**src/rtl/pcrc_pkg.sv**
```systemverilog
package pcrc_pkg;
    localparam int ADDR_SET = 0;
    localparam int ADDR_CLR = 1;
    localparam int ADDR_STAT_BASE = 2;

    function automatic int stat_addr(input int grp);
        return ADDR_STAT_BASE + grp;
    endfunction

    function automatic int rst_addr(input int grp, input int n_grps);
        return ADDR_STAT_BASE + n_grps + grp;
    endfunction
endpackage

```
**src/rtl/pcrc_decode.sv**
```systemverilog
module pcrc_decode #(
    parameter int GRPS = 3,
    parameter int CHS  = 16,
    parameter int AW   = 4,
    localparam int GRP_W  = $clog2(GRPS),
    localparam int CH_W   = $clog2(CHS),
    localparam int CODE_W = GRP_W + CH_W,
    localparam int TOT    = GRPS * CHS
) (
    input  logic              bus_wr,
    input  logic [AW-1:0]     bus_addr,
    input  logic [CODE_W-1:0] code,
    output logic [TOT-1:0]    set_v,
    output logic [TOT-1:0]    clr_v,
    output logic [GRPS-1:0]   rst_we
);
    import pcrc_pkg::*;

    logic [GRP_W-1:0] grp_f;
    logic [CH_W-1:0]  ch_f;
    logic             is_set;
    logic             is_clr;

    assign grp_f  = code[CODE_W-1:CH_W];
    assign ch_f   = code[CH_W-1:0];
    assign is_set = bus_wr && (int'(bus_addr) == ADDR_SET);
    assign is_clr = bus_wr && (int'(bus_addr) == ADDR_CLR);

    always_comb begin
        set_v = '0;
        clr_v = '0;
        for (int g = 0; g < GRPS; g++) begin
            for (int c = 0; c < CHS; c++) begin
                if ((int'(grp_f) == g) && (int'(ch_f) == c)) begin
                    set_v[g*CHS + c] = is_set;
                    clr_v[g*CHS + c] = is_clr;
                end
            end
        end
    end

    always_comb begin
        for (int g = 0; g < GRPS; g++) begin
            rst_we[g] = bus_wr && (int'(bus_addr) == rst_addr(g, GRPS));
        end
    end
endmodule

```
**src/rtl/pcrc_gate_bank.sv**
```systemverilog
module pcrc_gate_bank #(
    parameter int CHS = 16,
    parameter logic [CHS-1:0] HW_MASK = '0,
    parameter logic [CHS-1:0] ON_MASK = '0
) (
    input  logic           clk,
    input  logic           rst_n,
    input  logic [CHS-1:0] set_v,
    input  logic [CHS-1:0] clr_v,
    input  logic [CHS-1:0] hw_req,
    output logic [CHS-1:0] own_on,
    output logic [CHS-1:0] clk_en
);
    typedef struct packed {
        logic [CHS-1:0] en;
    } bank_t;

    bank_t bank_d, bank_q;

    always_comb begin
        bank_d = bank_q;
        for (int c = 0; c < CHS; c++) begin
            if (!HW_MASK[c] && !ON_MASK[c]) begin
                if (clr_v[c]) begin
                    bank_d.en[c] = 1'b0;
                end else if (set_v[c]) begin
                    bank_d.en[c] = 1'b1;
                end
            end
        end
    end

    always_ff @(posedge clk or negedge rst_n) begin
        if (!rst_n) begin
            bank_q <= '0;
        end else begin
            bank_q <= bank_d;
        end
    end

    always_comb begin
        for (int c = 0; c < CHS; c++) begin
            if (ON_MASK[c]) begin
                own_on[c] = 1'b1;
            end else if (HW_MASK[c]) begin
                own_on[c] = hw_req[c];
            end else begin
                own_on[c] = bank_q.en[c];
            end
        end
    end

    always_comb begin
        clk_en[0] = own_on[0];
        for (int c = 1; c < CHS; c++) begin
            clk_en[c] = own_on[c] & own_on[0];
        end
    end

    for (genvar c = 0; c < CHS; c++) begin : g_sw_chk
        if (!HW_MASK[c] && !ON_MASK[c]) begin : g_sw
            AST_SET_TURNS_ON: assert property (@(posedge clk) disable iff (!rst_n)
                (set_v[c] && !clr_v[c]) |=> own_on[c]);
            AST_CLR_TURNS_OFF: assert property (@(posedge clk) disable iff (!rst_n)
                clr_v[c] |=> !own_on[c]);
            AST_IDLE_HOLDS: assert property (@(posedge clk) disable iff (!rst_n)
                (!set_v[c] && !clr_v[c]) |=> $stable(own_on[c]));
        end
        if (ON_MASK[c]) begin : g_on
            AST_ALWAYS_ON_OUT: assert property (@(posedge clk) disable iff (!rst_n)
                own_on[0] |-> clk_en[c]);
        end
    end
endmodule

```
**src/rtl/periph_clkrst_ctrl.sv**
```systemverilog
module periph_clkrst_ctrl #(
    parameter int GRPS = 3,
    parameter int CHS  = 16,
    parameter int DW   = 16,
    parameter int AW   = 4,
    parameter logic [GRPS*CHS-1:0] HW_MASK = 48'h0001_0001_0003,
    parameter logic [GRPS*CHS-1:0] ON_MASK = 48'h0040_0000_1000
) (
    input  logic                clk,
    input  logic                rst_n,
    input  logic [AW-1:0]       bus_addr,
    input  logic                bus_wr,
    input  logic [DW-1:0]       bus_wdata,
    input  logic                bus_rd,
    output logic [DW-1:0]       bus_rdata,
    input  logic [GRPS*CHS-1:0] hw_req,
    output logic [GRPS*CHS-1:0] clk_en_o,
    output logic [GRPS*CHS-1:0] blk_rst_o
);
    import pcrc_pkg::*;

    localparam int TOT    = GRPS * CHS;
    localparam int CODE_W = $clog2(GRPS) + $clog2(CHS);

    typedef struct packed {
        logic [GRPS-1:0][DW-1:0] rst;
        logic [DW-1:0]           rdata;
    } regs_t;

    regs_t regs_d, regs_q;

    logic [TOT-1:0]  set_v;
    logic [TOT-1:0]  clr_v;
    logic [GRPS-1:0] rst_we;
    logic [TOT-1:0]  own_on;

    pcrc_decode #(.GRPS(GRPS), .CHS(CHS), .AW(AW)) u_decode (
        .bus_wr   (bus_wr),
        .bus_addr (bus_addr),
        .code     (bus_wdata[CODE_W-1:0]),
        .set_v    (set_v),
        .clr_v    (clr_v),
        .rst_we   (rst_we)
    );

    for (genvar g = 0; g < GRPS; g++) begin : g_bank
        pcrc_gate_bank #(
            .CHS     (CHS),
            .HW_MASK (HW_MASK[g*CHS +: CHS]),
            .ON_MASK (ON_MASK[g*CHS +: CHS])
        ) u_bank (
            .clk    (clk),
            .rst_n  (rst_n),
            .set_v  (set_v[g*CHS +: CHS]),
            .clr_v  (clr_v[g*CHS +: CHS]),
            .hw_req (hw_req[g*CHS +: CHS]),
            .own_on (own_on[g*CHS +: CHS]),
            .clk_en (clk_en_o[g*CHS +: CHS])
        );
    end

    always_comb begin
        regs_d = regs_q;
        for (int g = 0; g < GRPS; g++) begin
            if (rst_we[g]) begin
                regs_d.rst[g] = bus_wdata;
            end
        end
        if (bus_rd) begin
            regs_d.rdata = '0;
            for (int g = 0; g < GRPS; g++) begin
                if (int'(bus_addr) == stat_addr(g)) begin
                    regs_d.rdata[CHS-1:0] = own_on[g*CHS +: CHS];
                end
                if (int'(bus_addr) == rst_addr(g, GRPS)) begin
                    regs_d.rdata = regs_q.rst[g];
                end
            end
        end
    end

    always_ff @(posedge clk or negedge rst_n) begin
        if (!rst_n) begin
            regs_q.rst   <= '1;
            regs_q.rdata <= '0;
        end else begin
            regs_q <= regs_d;
        end
    end

    assign bus_rdata = regs_q.rdata;

    always_comb begin
        for (int g = 0; g < GRPS; g++) begin
            for (int c = 0; c < CHS; c++) begin
                blk_rst_o[g*CHS + c] = regs_q.rst[g][c];
            end
        end
    end

    AST_RST_HOLD: assert property (@(posedge clk) disable iff (!rst_n)
        !bus_wr |=> $stable(blk_rst_o));
    AST_RST_WRITE: assert property (@(posedge clk) disable iff (!rst_n)
        (bus_wr && int'(bus_addr) == rst_addr(0, GRPS))
        |=> (blk_rst_o[CHS-1:0] == $past(bus_wdata[CHS-1:0])));
    AST_WO_READ_ZERO: assert property (@(posedge clk) disable iff (!rst_n)
        (bus_rd && (int'(bus_addr) == ADDR_SET || int'(bus_addr) == ADDR_CLR))
        |=> (bus_rdata == '0));
    AST_STATUS_READ: assert property (@(posedge clk) disable iff (!rst_n)
        (bus_rd && int'(bus_addr) == stat_addr(0))
        |=> (bus_rdata[CHS-1:0] == $past(own_on[CHS-1:0])));
endmodule

```
**config.mk**
```make
export PLATFORM = sky130hd
export DESIGN_NAME = periph_clkrst_ctrl
export DESIGN_NICKNAME = d
export VERILOG_FILES = /design/src/rtl/pcrc_pkg.sv /design/src/rtl/pcrc_decode.sv /design/src/rtl/pcrc_gate_bank.sv /design/src/rtl/periph_clkrst_ctrl.sv
export SDC_FILE = /design/constraint.sdc
export NUM_CORES = 1
export LEC_CHECK = 0
export BUFFER_PORTS_ARGS = -buffer_cell sky130_fd_sc_hd__buf_2
export CAP_MARGIN = 40
export CORE_MARGIN = 3
export CORE_UTILIZATION = 54
export DETAILED_ROUTE_END_ITERATION = 16
export PLACE_DENSITY_LB_ADDON = 0.2
export SETUP_SLACK_MARGIN = 0.02
export SLEW_MARGIN = 20
export SYNTH_ARGS = -nofsm -noshare
export SYNTH_HDL_FRONTEND = slang
export SYNTH_SLANG_ARGS = --single-unit
```
**constraint.sdc**
```tcl
create_clock -name clk -period 2.65 [get_ports clk]
set_input_delay 0.1325 -clock clk [delete_from_list [all_inputs] [get_ports clk]]
set_output_delay 0.1325 -clock clk [all_outputs]
set_load 0.03 [all_outputs]
```
==> results.md, run 1 <==
* Status: finished, final reports clean
* Rows at 35
* Synth Warn # at 0
* Final setup vio count at 0
* Pwr dens at 687.8 mW/mm^2
* Share of the synthesized area in the top cell type at 0.2720
* Final Slew Violations at 0
* Core area at 0.009415 sq mm
* Post-synthesis cell type count at 43
* Initial drt markers at 340
* Reg2reg start: blk_rst_o[21]
* Maxcap violations at 0
* Syn nets at 558
* EDFF count, synth at 0
* Ys flop type: dfrtp_1
* Seq/Total Area, Yosys at 0.5084
* Hold path start: bus_wdata[15]
* CTS tree: built
* GPL Wtd Cong at 0.8838
* Avg Cell Area, Syn at 10.98 sq um
* Cells after Synth at 486
* Initial Utilization at 0.5666
* DP Worst Slack at 0.6249 ns
* Hold Path Class: in -> reg
* Postcts setup bufs at 0
* LEAKAGE at 2.921 nW
* Setup TNS at 0 ns
* Comb pwr share at 0.270
* Die W at 105.4 um
* FILL cells at 780
* Worst Path Required at 2.87 ns
* CTS clk-pin slew, worst paths at 0.10 ns
* Peak supply drop at 0.4217 mV
* Total grt overflow at 0
* CTS root buffer: clkbuf_8
* Vias in the first global route at 4548
* Final number of hold-violating endpoints at 0
* P_int at 0.002850 W
* Syn Std Cell Area at 0.005335 sq mm
* Startpoint types: input pin
* Post-layout minimum cycle time at 1.683 ns
* Clock Skew at 0.01399 ns
* Rel. slew slack at 0.4746
* Clock sink total at 106
* Seq cells post-synth at 106
* Pin count of the biggest net entering global routing at 55
* Clock Tree Buf Depth at 2
* DRT Wirelength at 15360 um
* Antenna Nets Post-Route at 0
* Critical Path Start: bus_addr[2]
* CP max FO at 21
* Detailed Routing Iterations Pass 1 at 5
* ANT cells at 0
* Routed len/inst at 20.68 um
* DP HPWL at 10640 um
* Die height at 105.4 um
* First-pass GRT wire length at 24560 um
* P_sw at 0.001493 W
* Slew @ Worst Pin at 0.7822 ns
* Clock Power Share at 0.242
* Switch share at 0.3438
* Post-synthesis async set-or-reset flop share at 1.000
* Port Buffer Count at 139
* GRT Total Usage at 0.2806
* Fmax at 594.3 MHz
* Top post-synthesis cells by area: dfrtp_1, dfstp_2, mux2_2
* Initial antenna violation count at 0
* Crit path kind: in -> reg
* Layout cells sized above 1 at 0.4935
* Vias per std cell at 6.040
* Post-synth top area cell: dfrtp_1
* Routed vias at 4488
* CTS H-tree depth at 3
* Worst Slack Setup Final at 0.9673 ns
* Latest clock arrival within the worst-skew pair at 0.37 ns
* Area Overhead vs Synth at 18.39%
* Critical Path AT at 1.90 ns
* Final period utilization at 0.6350
* Sequential share of power at 0.489
* Residual DRC at 0
* CTS buffer count at 9
* RSZ-0062 raised after global routing: false
* Nets at 681
* I/O pins at 184
* Die ar. at 0.01111 sq mm
* Crit. End Element: flip-flop
[layer usage]
metal  global-route usage  up-vias  routed length, um
met5                    0        -                  0
li1                     -     2035                  -
met4              0.08810        0                211
met3              0.05205       19               1309
met2               0.4663      232               7462
met1               0.3736     2202               6380
[power groups by stage]
stage	logic [W]	clock network (W)	registers [W]
6_report	0.00117	0.00105	0.00212
5_1_grt	0.00124	0.00113	0.00216
4_1_cts	0.00118	0.00106	0.00212
3_5_place_dp	0.00117	0	0.00215
3_3_place_gp	0.00115	0	0.00213
2_1_floorplan	0.000406	0	0.00253
[metrics by stage]
| stage | hold WS [ns] | utilization | instances | instance area [sq um] | power, W |
|---|---|---|---|---|---|
| after floorplan | -0.1631 | - | 486 | 5335 | 0.002939 |
| after global placement | 0.2012 | 0.6453 | 724 | 6076 | 0.003284 |
| after detailed placement | 0.2102 | 0.6461 | 725 | 6083 | 0.003319 |
| after CTS | 0.002237 | 0.6708 | 743 | 6316 | 0.004361 |
| after global routing | 0.003657 | 0.6708 | 743 | 6316 | 0.004530 |
| final | 0.01592 | 0.6708 | 743 | 6316 | 0.004344 |
[layout make-up]
type / count / area [sq um] / area share
clock buffer: 11 / 151.4 / 0.02397
clock inverter: 5 / 61.31 / 0.009707
inverter: 6 / 22.52 / 0.003566
multi-input combinational: 331 / 2371 / 0.3754
sequential: 106 / 2713 / 0.4295
tap: 129 / 161.4 / 0.02555
timing repair buffer: 155 / 835.8 / 0.1323
[repair_timing]
item                                   in CTS  in global routing
setup endpoints to repair                   0                  0
endpoints found under the hold margin      26                  0
resized for setup                           0                  0
hold buffers                                2                  0
[kinds of logic (layout without fill, tap and decap cells)]
logic type	Yosys count	in the layout	synth area share
mux	60	60	0.1264
buf+inv	49	177	0.04714
simple gates	103	103	0.1220
compound gates	168	168	0.1961
flops	106	106	0.5084
[critical path: stages]
cell	delay, ns
buf_2	0.28
or3b_4	0.52
or2_4	0.31
nor3_4	0.48
a21oi_1	0.16
[sequential cells by signal (all words and copies together), names as in the netlist]
name and cells:
bus_rdata 16, blk_rst_o 48, g_bank.u_bank.bank_q 42
[placed cells by master (no fill, tap or decap), types with 6 or more instances in the layout]
| cell | Yosys | final |
|---|---|---|
| nand2b_1 | 9 | 9 |
| nand2_1 | 8 | 8 |
| dfstp_2 | 48 | 48 |
| buf_2 | 12 | 138 |
| a21oi_1 | 100 | 100 |
| o221ai_1 | 13 | 13 |
| mux2_2 | 59 | 59 |
| nor3_1 | 7 | 7 |
| nor2_1 | 13 | 13 |
| clkbuf_8 | 0 | 11 |
| o21ai_0 | 18 | 18 |
| and2_1 | 44 | 44 |
| o221a_2 | 12 | 12 |
| a221oi_1 | 12 | 12 |
| buf_4 | 10 | 14 |
| dfrtp_1 | 58 | 58 |
| inv_1 | 6 | 6 |
[cells in the mapped netlist (3+ instances only)]
master      n
inv_1       6
buf_2      12
nor2_1     13
clkbuf_1   19
dfrtp_1    58
nor3_1      7
a221oi_1   12
o221ai_1   13
and2_1     44
nand2_1     8
o21ai_0    18
nand2b_1    9
nor2b_1     3
a21oi_1   100
buf_4      10
mux2_2     59
dfstp_2    48
o22ai_1     4
nor3_4      3
o221a_2    12
[final timing paths]
| kind | to | slack, ns | cells after the start |
|---|---|---|---|
| min in group asynchronous | bus_rdata[4] | 0.33 | 2 |
| hold / removal | blk_rst_o[47] | 0.02 | 2 |
| max in group asynchronous | blk_rst_o[7] | 1.53 | 3 |
| hold reg to reg | blk_rst_o[44] | 0.52 | 2 |
| setup / recovery | g_bank[0].u_bank.bank_q[8] | 0.97 | 5 |
| setup reg to reg | bus_rdata[5] | 1.30 | 4 |
No activity file was read; power rests on OpenSTA's default activity.
==> run 2: changes to the inputs <==
- CORE_UTILIZATION: 54 -> 51
- clock period: 2.65 -> 1.55 ns (I/O delays scaled with it)
==> run 2 against run 1 <==
Sequential power is 72% higher; first-iteration DRC count is 7.9% lower; utilization is 0.10 points lower; non-clock buffer count is 38 higher; global-route usage is 0.68 points lower; total power is 70% higher; design area is 5.6% higher; clock power is 58% higher; sequential cell count stayed put; die area is 5.6% higher; critical path type is now reg -> reg; highest routed layer unchanged.
==> results.md, run 2 (synthesis results as in run 1) <==
* Status: finished, final reports clean (unchanged)
* Final Slew Violations at 0 (unchanged)
* Final period utilization at 0.8652
* Die ar. at 0.01172 sq mm (was 0.01111 sq mm)
* Commonest non-fill, non-tap cell in the layout: buf_2 (unchanged)
* Detailed Routing Iterations Pass 1 at 5 (unchanged)
* Antenna Nets Post-Route at 0 (unchanged)
* Crit-path cells: or3b_2 > o21ai_0 > a221o_1 > a31oi_1 (was buf_2 > or3b_4 > or2_4 > nor3_4 > a21oi_1)
* Switch share at 0.3527 (was 0.3438)
* Vias per std cell at 5.910 (was 6.040)
* Clock Skew at 0.007554 ns (was 0.01399 ns)
* ANT cells at 0 (unchanged)
* Latest clock arrival within the worst-skew pair at 0.37 ns (about the same)
* Critical Path AT at 1.60 ns (was 1.90 ns)
* LEAKAGE at 3.102 nW (was 2.921 nW)
* Clock Tree Buf Depth at 2 (unchanged)
* Final number of hold-violating endpoints at 0 (unchanged)
* DRT Wirelength at 15960 um (was 15360 um)
* Initial antenna violation count at 0 (unchanged)
* Initial Utilization at 0.5359 (was 0.5666)
* Most frequent cells in the layout: buf_2, a21oi_1, mux2_2 (unchanged)
* Peak supply drop at 0.8877 mV (was 0.4217 mV)
* Post_cts resized at 0 (unchanged)
* Postcts setup bufs at 0 (unchanged)
* Area Overhead vs Synth at 24.98% (was 18.39%)
* Crit path kind: reg -> reg (was in -> reg)
* GPL Wtd Cong at 0.8716 (was 0.8838)
* Routed vias at 4639 (was 4488)
* Fmax at 745.7 MHz
* Max reg flops at 48 (unchanged)
* Final Core Density at 0.6698 (was 0.6708)
* Rows at 36 (was 35)
* Nets at 719 (was 681)
* Setup TNS at 0 ns (unchanged)
* Clock Power Share at 0.226 (was 0.242)
* Rel. slew slack at 0.6689 (was 0.4746)
* Die height at 108.3 um (was 105.4 um)
* CTS clk-pin slew, worst paths at 0.10 ns (about the same)
* Post-layout minimum cycle time at 1.341 ns
* P_int at 0.004768 W (was 0.002850 W)
* Routed len/inst at 20.33 um (was 20.68 um)
* CTS root buffer: clkbuf_8 (unchanged)
* Vias in the first global route at 4670 (was 4548)
* Worst Path Required at 1.80 ns (was 2.87 ns)
* Core area at 0.009955 sq mm (was 0.009415 sq mm)
* Startpoint types: flip-flop (was input pin)
* I/O pins at 184 (unchanged)
* Initial drt markers at 313 (was 340)
* CTS H-tree depth at 3 (unchanged)
* Comb pwr share at 0.280 (was 0.270)
* Pin count of the biggest net entering global routing at 49 (was 55)
* FILL cells at 820 (was 780)
* Sequential share of power at 0.494 (was 0.489)
* Layout cells sized above 1 at 0.5077 (was 0.4935)
* P_sw at 0.002598 W (was 0.001493 W)
* CTS buffer count at 9 (unchanged)
* Port Buffer Count at 139 (unchanged)
* RSZ-0062 raised after global routing: false (unchanged)
* Final setup vio count at 0 (unchanged)
* Clock sink total at 106 (unchanged)
* DP HPWL at 11570 um (was 10640 um)
* GRT Total Usage at 0.2737 (was 0.2806)
* Pwr dens at 1105 mW/mm^2 (was 687.8 mW/mm^2)
* CTS tree: built (unchanged)
* CP max FO at 3 (was 21)
* Hold Path Class: in -> reg (unchanged)
* Max incr delay on CP at 0.44 ns (was 0.52 ns)
* Maxcap violations at 0 (unchanged)
* Slowest-stage cell, CP: or3b_2 (was or3b_4)
* Residual DRC at 0 (unchanged)
* Crit. End Element: flip-flop (unchanged)
* Total grt overflow at 0 (unchanged)
* First-pass GRT wire length at 24690 um (was 24560 um)
* Die W at 108.3 um (was 105.4 um)
* Slew @ Worst Pin at 0.4966 ns (was 0.7822 ns)
[run 2: cell types whose count changed in the layout (fill, tap and decap cells not counted), moves of 2 or more]
cell | previous run | this run
clkinvlp_4 | 0 | 2
dlygate4sd3_1 | 2 | 11
clkbuf_8 | 11 | 9
buf_4 | 14 | 38
clkinv_4 | 2 | 0
buf_12 | 1 | 6
[run 2: final cells by class]
| type | instances | area (sq um) | area share |
|---|---|---|---|
| clock inverter | 5 | 36.28 | 0.005442 |
| clock buffer | 11 | 152.6 | 0.02289 |
| inverter | 6 | 22.52 | 0.003378 |
| multi-input combinational | 331 | 2371 | 0.3556 |
| timing repair buffer | 193 | 1206 | 0.1809 |
| sequential | 106 | 2713 | 0.4068 |
| tap | 133 | 166.4 | 0.02496 |
[run 2: power groups by stage]
stage / Sequential (W) / Clock (W) / Combinational [W]
floorplan: 0.00433 / 0 / 0.000694
global placement: 0.00366 / 0 / 0.00201
detailed placement: 0.00368 / 0 / 0.00205
CTS: 0.00364 / 0.00171 / 0.00207
global route: 0.00370 / 0.00179 / 0.00219
finish: 0.00364 / 0.00166 / 0.00206
[run 2: path summary, 6_finish.rpt]
path | startpoint | to | slack [ns] | cells after the start
setup / recovery | g_bank[1].u_bank.bank_q[6] | bus_rdata[6] | 0.21 | 4
hold / removal | bus_wdata[2] | blk_rst_o[34] | 0.09 | 2
setup reg to reg | g_bank[1].u_bank.bank_q[6] | bus_rdata[6] | 0.21 | 4
hold reg to reg | blk_rst_o[44] | blk_rst_o[44] | 0.52 | 2
max in group asynchronous | rst_n | blk_rst_o[3] | 0.66 | 3
min in group asynchronous | rst_n | bus_rdata[14] | 0.22 | 2
[run 2: metal layers]
metal  vias up  GRT usage  part of all wire  wire [um]
met5         -          0                 0          0
met4         0    0.09107             0.020        316
met3        34    0.04597             0.075       1203
met2       220     0.4556              0.48       7679
met1      2284     0.3657              0.42       6761
li1       2101          -                 -          -
[run 2: repair_timing]
item,4_1_cts,5_1_grt
hold buffers,11,0
hold endpoints to repair,48,0
endpoints found under the setup margin,0,0
[run 2: worst max-delay path: cells and delay by family (launching register included)]
kind | cells | cell delay (ns)
and+or+nand+nor | 1 | 0.44
AOI/OAI and AO/OA | 3 | 0.36
DFF | 1 | 0.43
[run 2: metrics by stage]
stage	setup slack [ns]	std cells	area, sq um	total power [W]	hold WS [ns]
3_5_place_dp	0.05753	758	6369	0.005726	0.07548
2_1_floorplan	0.07655	486	5335	0.005025	-0.2181
6_report	0.2090	785	6668	0.007367	0.09234
5_1_grt	0.1256	785	6668	0.007681	0.09976
4_1_cts	0.2121	785	6668	0.007421	0.07603
3_3_place_gp	0.08063	758	6369	0.005661	0.06755
==> run 3: changes to the inputs <==
==> constraint.sdc (replaced) <==
create_clock -name clk -period 1.55 [get_ports clk]
set_input_delay 0.2325 -clock clk [delete_from_list [all_inputs] [get_ports clk]]
set_output_delay 0.2325 -clock clk [all_outputs]
set_load 0.03 [all_outputs]
==> run 3 against run 2 <==
Register-to-register slack barely moved; wire length increased by 3.3%; non-clock buffer count is 2 higher; design area is 2.1% higher.
==> results.md, run 3 (synthesis results as in run 1) <==
* Status: finished, final reports clean (unchanged)
* Antenna Nets Post-Route at 0 (unchanged)
* Rows at 36 (unchanged)
* Final number of hold-violating endpoints at 0 (unchanged)
* Crit. End Element: output port (was flip-flop)
* Startpoint types: flip-flop (unchanged)
* DP Cell Count at 770 (was 758)
* Port Buffer Count at 139 (unchanged)
* Post-layout minimum cycle time at 1.394 ns (was 1.341 ns)
* Slew @ Worst Pin at 0.4739 ns (was 0.4966 ns)
* Clock sink total at 106 (unchanged)
* Maxcap violations at 0 (unchanged)
* CTS H-tree depth at 3 (unchanged)
* Clock Skew at 0.01204 ns (was 0.007554 ns)
* Max incr delay on CP at 0.43 ns (was 0.44 ns)
* Die W at 108.3 um (unchanged)
* Detailed Routing Iterations Pass 1 at 5 (unchanged)
* GPL Wtd Cong at 0.8955 (was 0.8716)
* ANT cells at 0 (unchanged)
* Die height at 108.3 um (unchanged)
* Worst Path Required at 1.32 ns (was 1.80 ns)
* Pwr Total at 0.007650 W (was 0.007367 W)
* I/O pins at 184 (unchanged)
* CTS clk-pin slew, worst paths at 0.10 ns (about the same)
* CTS root buffer: clkbuf_8 (unchanged)
* CP max FO at 3 (unchanged)
* Finished Layout Cells at 787 (was 785)
* Residual DRC at 0 (unchanged)
* LEAKAGE at 3.156 nW (was 3.102 nW)
* Most frequent cells in the layout: buf_2, a21oi_1, mux2_2 (unchanged)
* Rel. slew slack at 0.6829 (was 0.6689)
* Vias per std cell at 6.010 (was 5.910)
* Vias in the first global route at 4785 (was 4670)
* Fmax at 717.5 MHz (was 745.7 MHz)
* Crit path kind: reg -> out (was reg -> reg)
* Clock Tree Buf Depth at 2 (unchanged)
* Commonest non-fill, non-tap cell in the layout: buf_2 (unchanged)
* Routed vias at 4730 (was 4639)
* Hold Path Class: in -> reg (unchanged)
* Pwr dens at 1124 mW/mm^2 (was 1105 mW/mm^2)
* Final setup vio count at 0 (unchanged)
* Initial drt markers at 371 (was 313)
* Layout cells sized above 1 at 0.5428 (was 0.5077)
* Final period utilization at 0.8992 (was 0.8652)
* DP Worst Slack at -0.1123 ns (was 0.05753 ns)
* CTS tree: built (unchanged)
* Slowest-stage cell, CP: dfrtp_1 (was or3b_2)
* Initial Utilization at 0.5359 (unchanged)
* DRT Wirelength at 16490 um (was 15960 um)
* Nets at 721 (was 719)
* CTS buffer count at 9 (unchanged)
* Final Slew Violations at 0 (unchanged)
* Total grt overflow at 0 (unchanged)
* Postcts setup bufs at 0 (unchanged)
* Critical Path AT at 1.16 ns (was 1.60 ns)
* Die ar. at 0.01172 sq mm (unchanged)
* GRT Total Usage at 0.2892 (was 0.2737)
* First-pass GRT wire length at 25800 um (was 24690 um)
* Routed len/inst at 20.95 um (was 20.33 um)
* Core area at 0.009955 sq mm (unchanged)
* Latest clock arrival within the worst-skew pair at 0.37 ns (about the same)
* Initial antenna violation count at 0 (unchanged)
* FILL cells at 818 (was 820)
* Worst Slack Setup Final at 0.1562 ns (was 0.2090 ns)
* Peak supply drop at 0.6274 mV (was 0.8877 mV)
* RSZ-0062 raised after global routing: false (unchanged)
* Area Overhead vs Synth at 27.58% (was 24.98%)
* Pin count of the biggest net entering global routing at 46 (was 49)
* Crit-path cells: and2_1 > buf_2 (was or3b_2 > o21ai_0 > a221o_1 > a31oi_1)
* DP HPWL at 11890 um (was 11570 um)
* Max reg flops at 48 (unchanged)
## run 3: power by group
group	total, W	leakage (nW)	internal (W)	switching, W
Combinational	0.00210	1.76	0.000751	0.00135
Clock	0.00190	0.113	0.000953	0.000944
Sequential	0.00365	1.28	0.00335	0.000300
## run 3: worst max-delay path, delay by kind of cell, from the launching register on
| kind | cells | cell delay, ns |
|---|---|---|
| flip-flops | 1 | 0.43 |
| AND/OR/NAND/NOR | 1 | 0.18 |
| buffers and inverters | 1 | 0.18 |
## run 3: routing by layer
metal  share of wire  vias up  global-route usage
met5               0        -                   0
met4           0.023        0              0.1064
met3           0.092       37             0.05254
met2            0.45      255              0.4480
met1            0.43     2325              0.4088
li1                -     2113                   -
## run 3: path summary, 6_finish.rpt
path / start / to / slack (ns) / cells past startpoint
min in group asynchronous: rst_n / bus_rdata[3] / 0.32 / 2
max in group asynchronous: rst_n / blk_rst_o[10] / 0.58 / 3
min reg2reg: g_bank[0].u_bank.bank_q[4] / g_bank[0].u_bank.bank_q[4] / 0.54 / 2
max: g_bank[1].u_bank.bank_q[15] / clk_en_o[31] / 0.16 / 2
max reg2reg: blk_rst_o[31] / bus_rdata[15] / 0.21 / 4
min: bus_wdata[12] / blk_rst_o[44] / 0.10 / 3
## run 3: per-stage QoR
step                      hold slack, ns  utilization  setup TNS, ns  instance area, sq um
final                             0.1017       0.6838              0                  6807
after global routing              0.1094       0.6838              0                  6807
after CTS                        0.09290       0.6838              0                  6807
after detailed placement          0.1850       0.6606         -2.364                  6576
after global placement            0.1791       0.6606         -1.258                  6576
after floorplan                 -0.06309            -        -0.3991                  5410
## run 3: final cells by class
type                    instances  area, sq um  share of cell area
flip-flops and latches        106         2713              0.3985
multi-input cells             331         2426              0.3564
repair buffers                195         1259              0.1849
well taps                     133        166.4             0.02445
clock buffers                  11        141.4             0.02077
clock inverters                 5        78.83             0.01158
inverters                       6        22.52            0.003309
## run 3: timing repair
item,CTS,global route
hold buffers,1,0
endpoints found under the hold margin,8,0
gates resized for setup,0,0
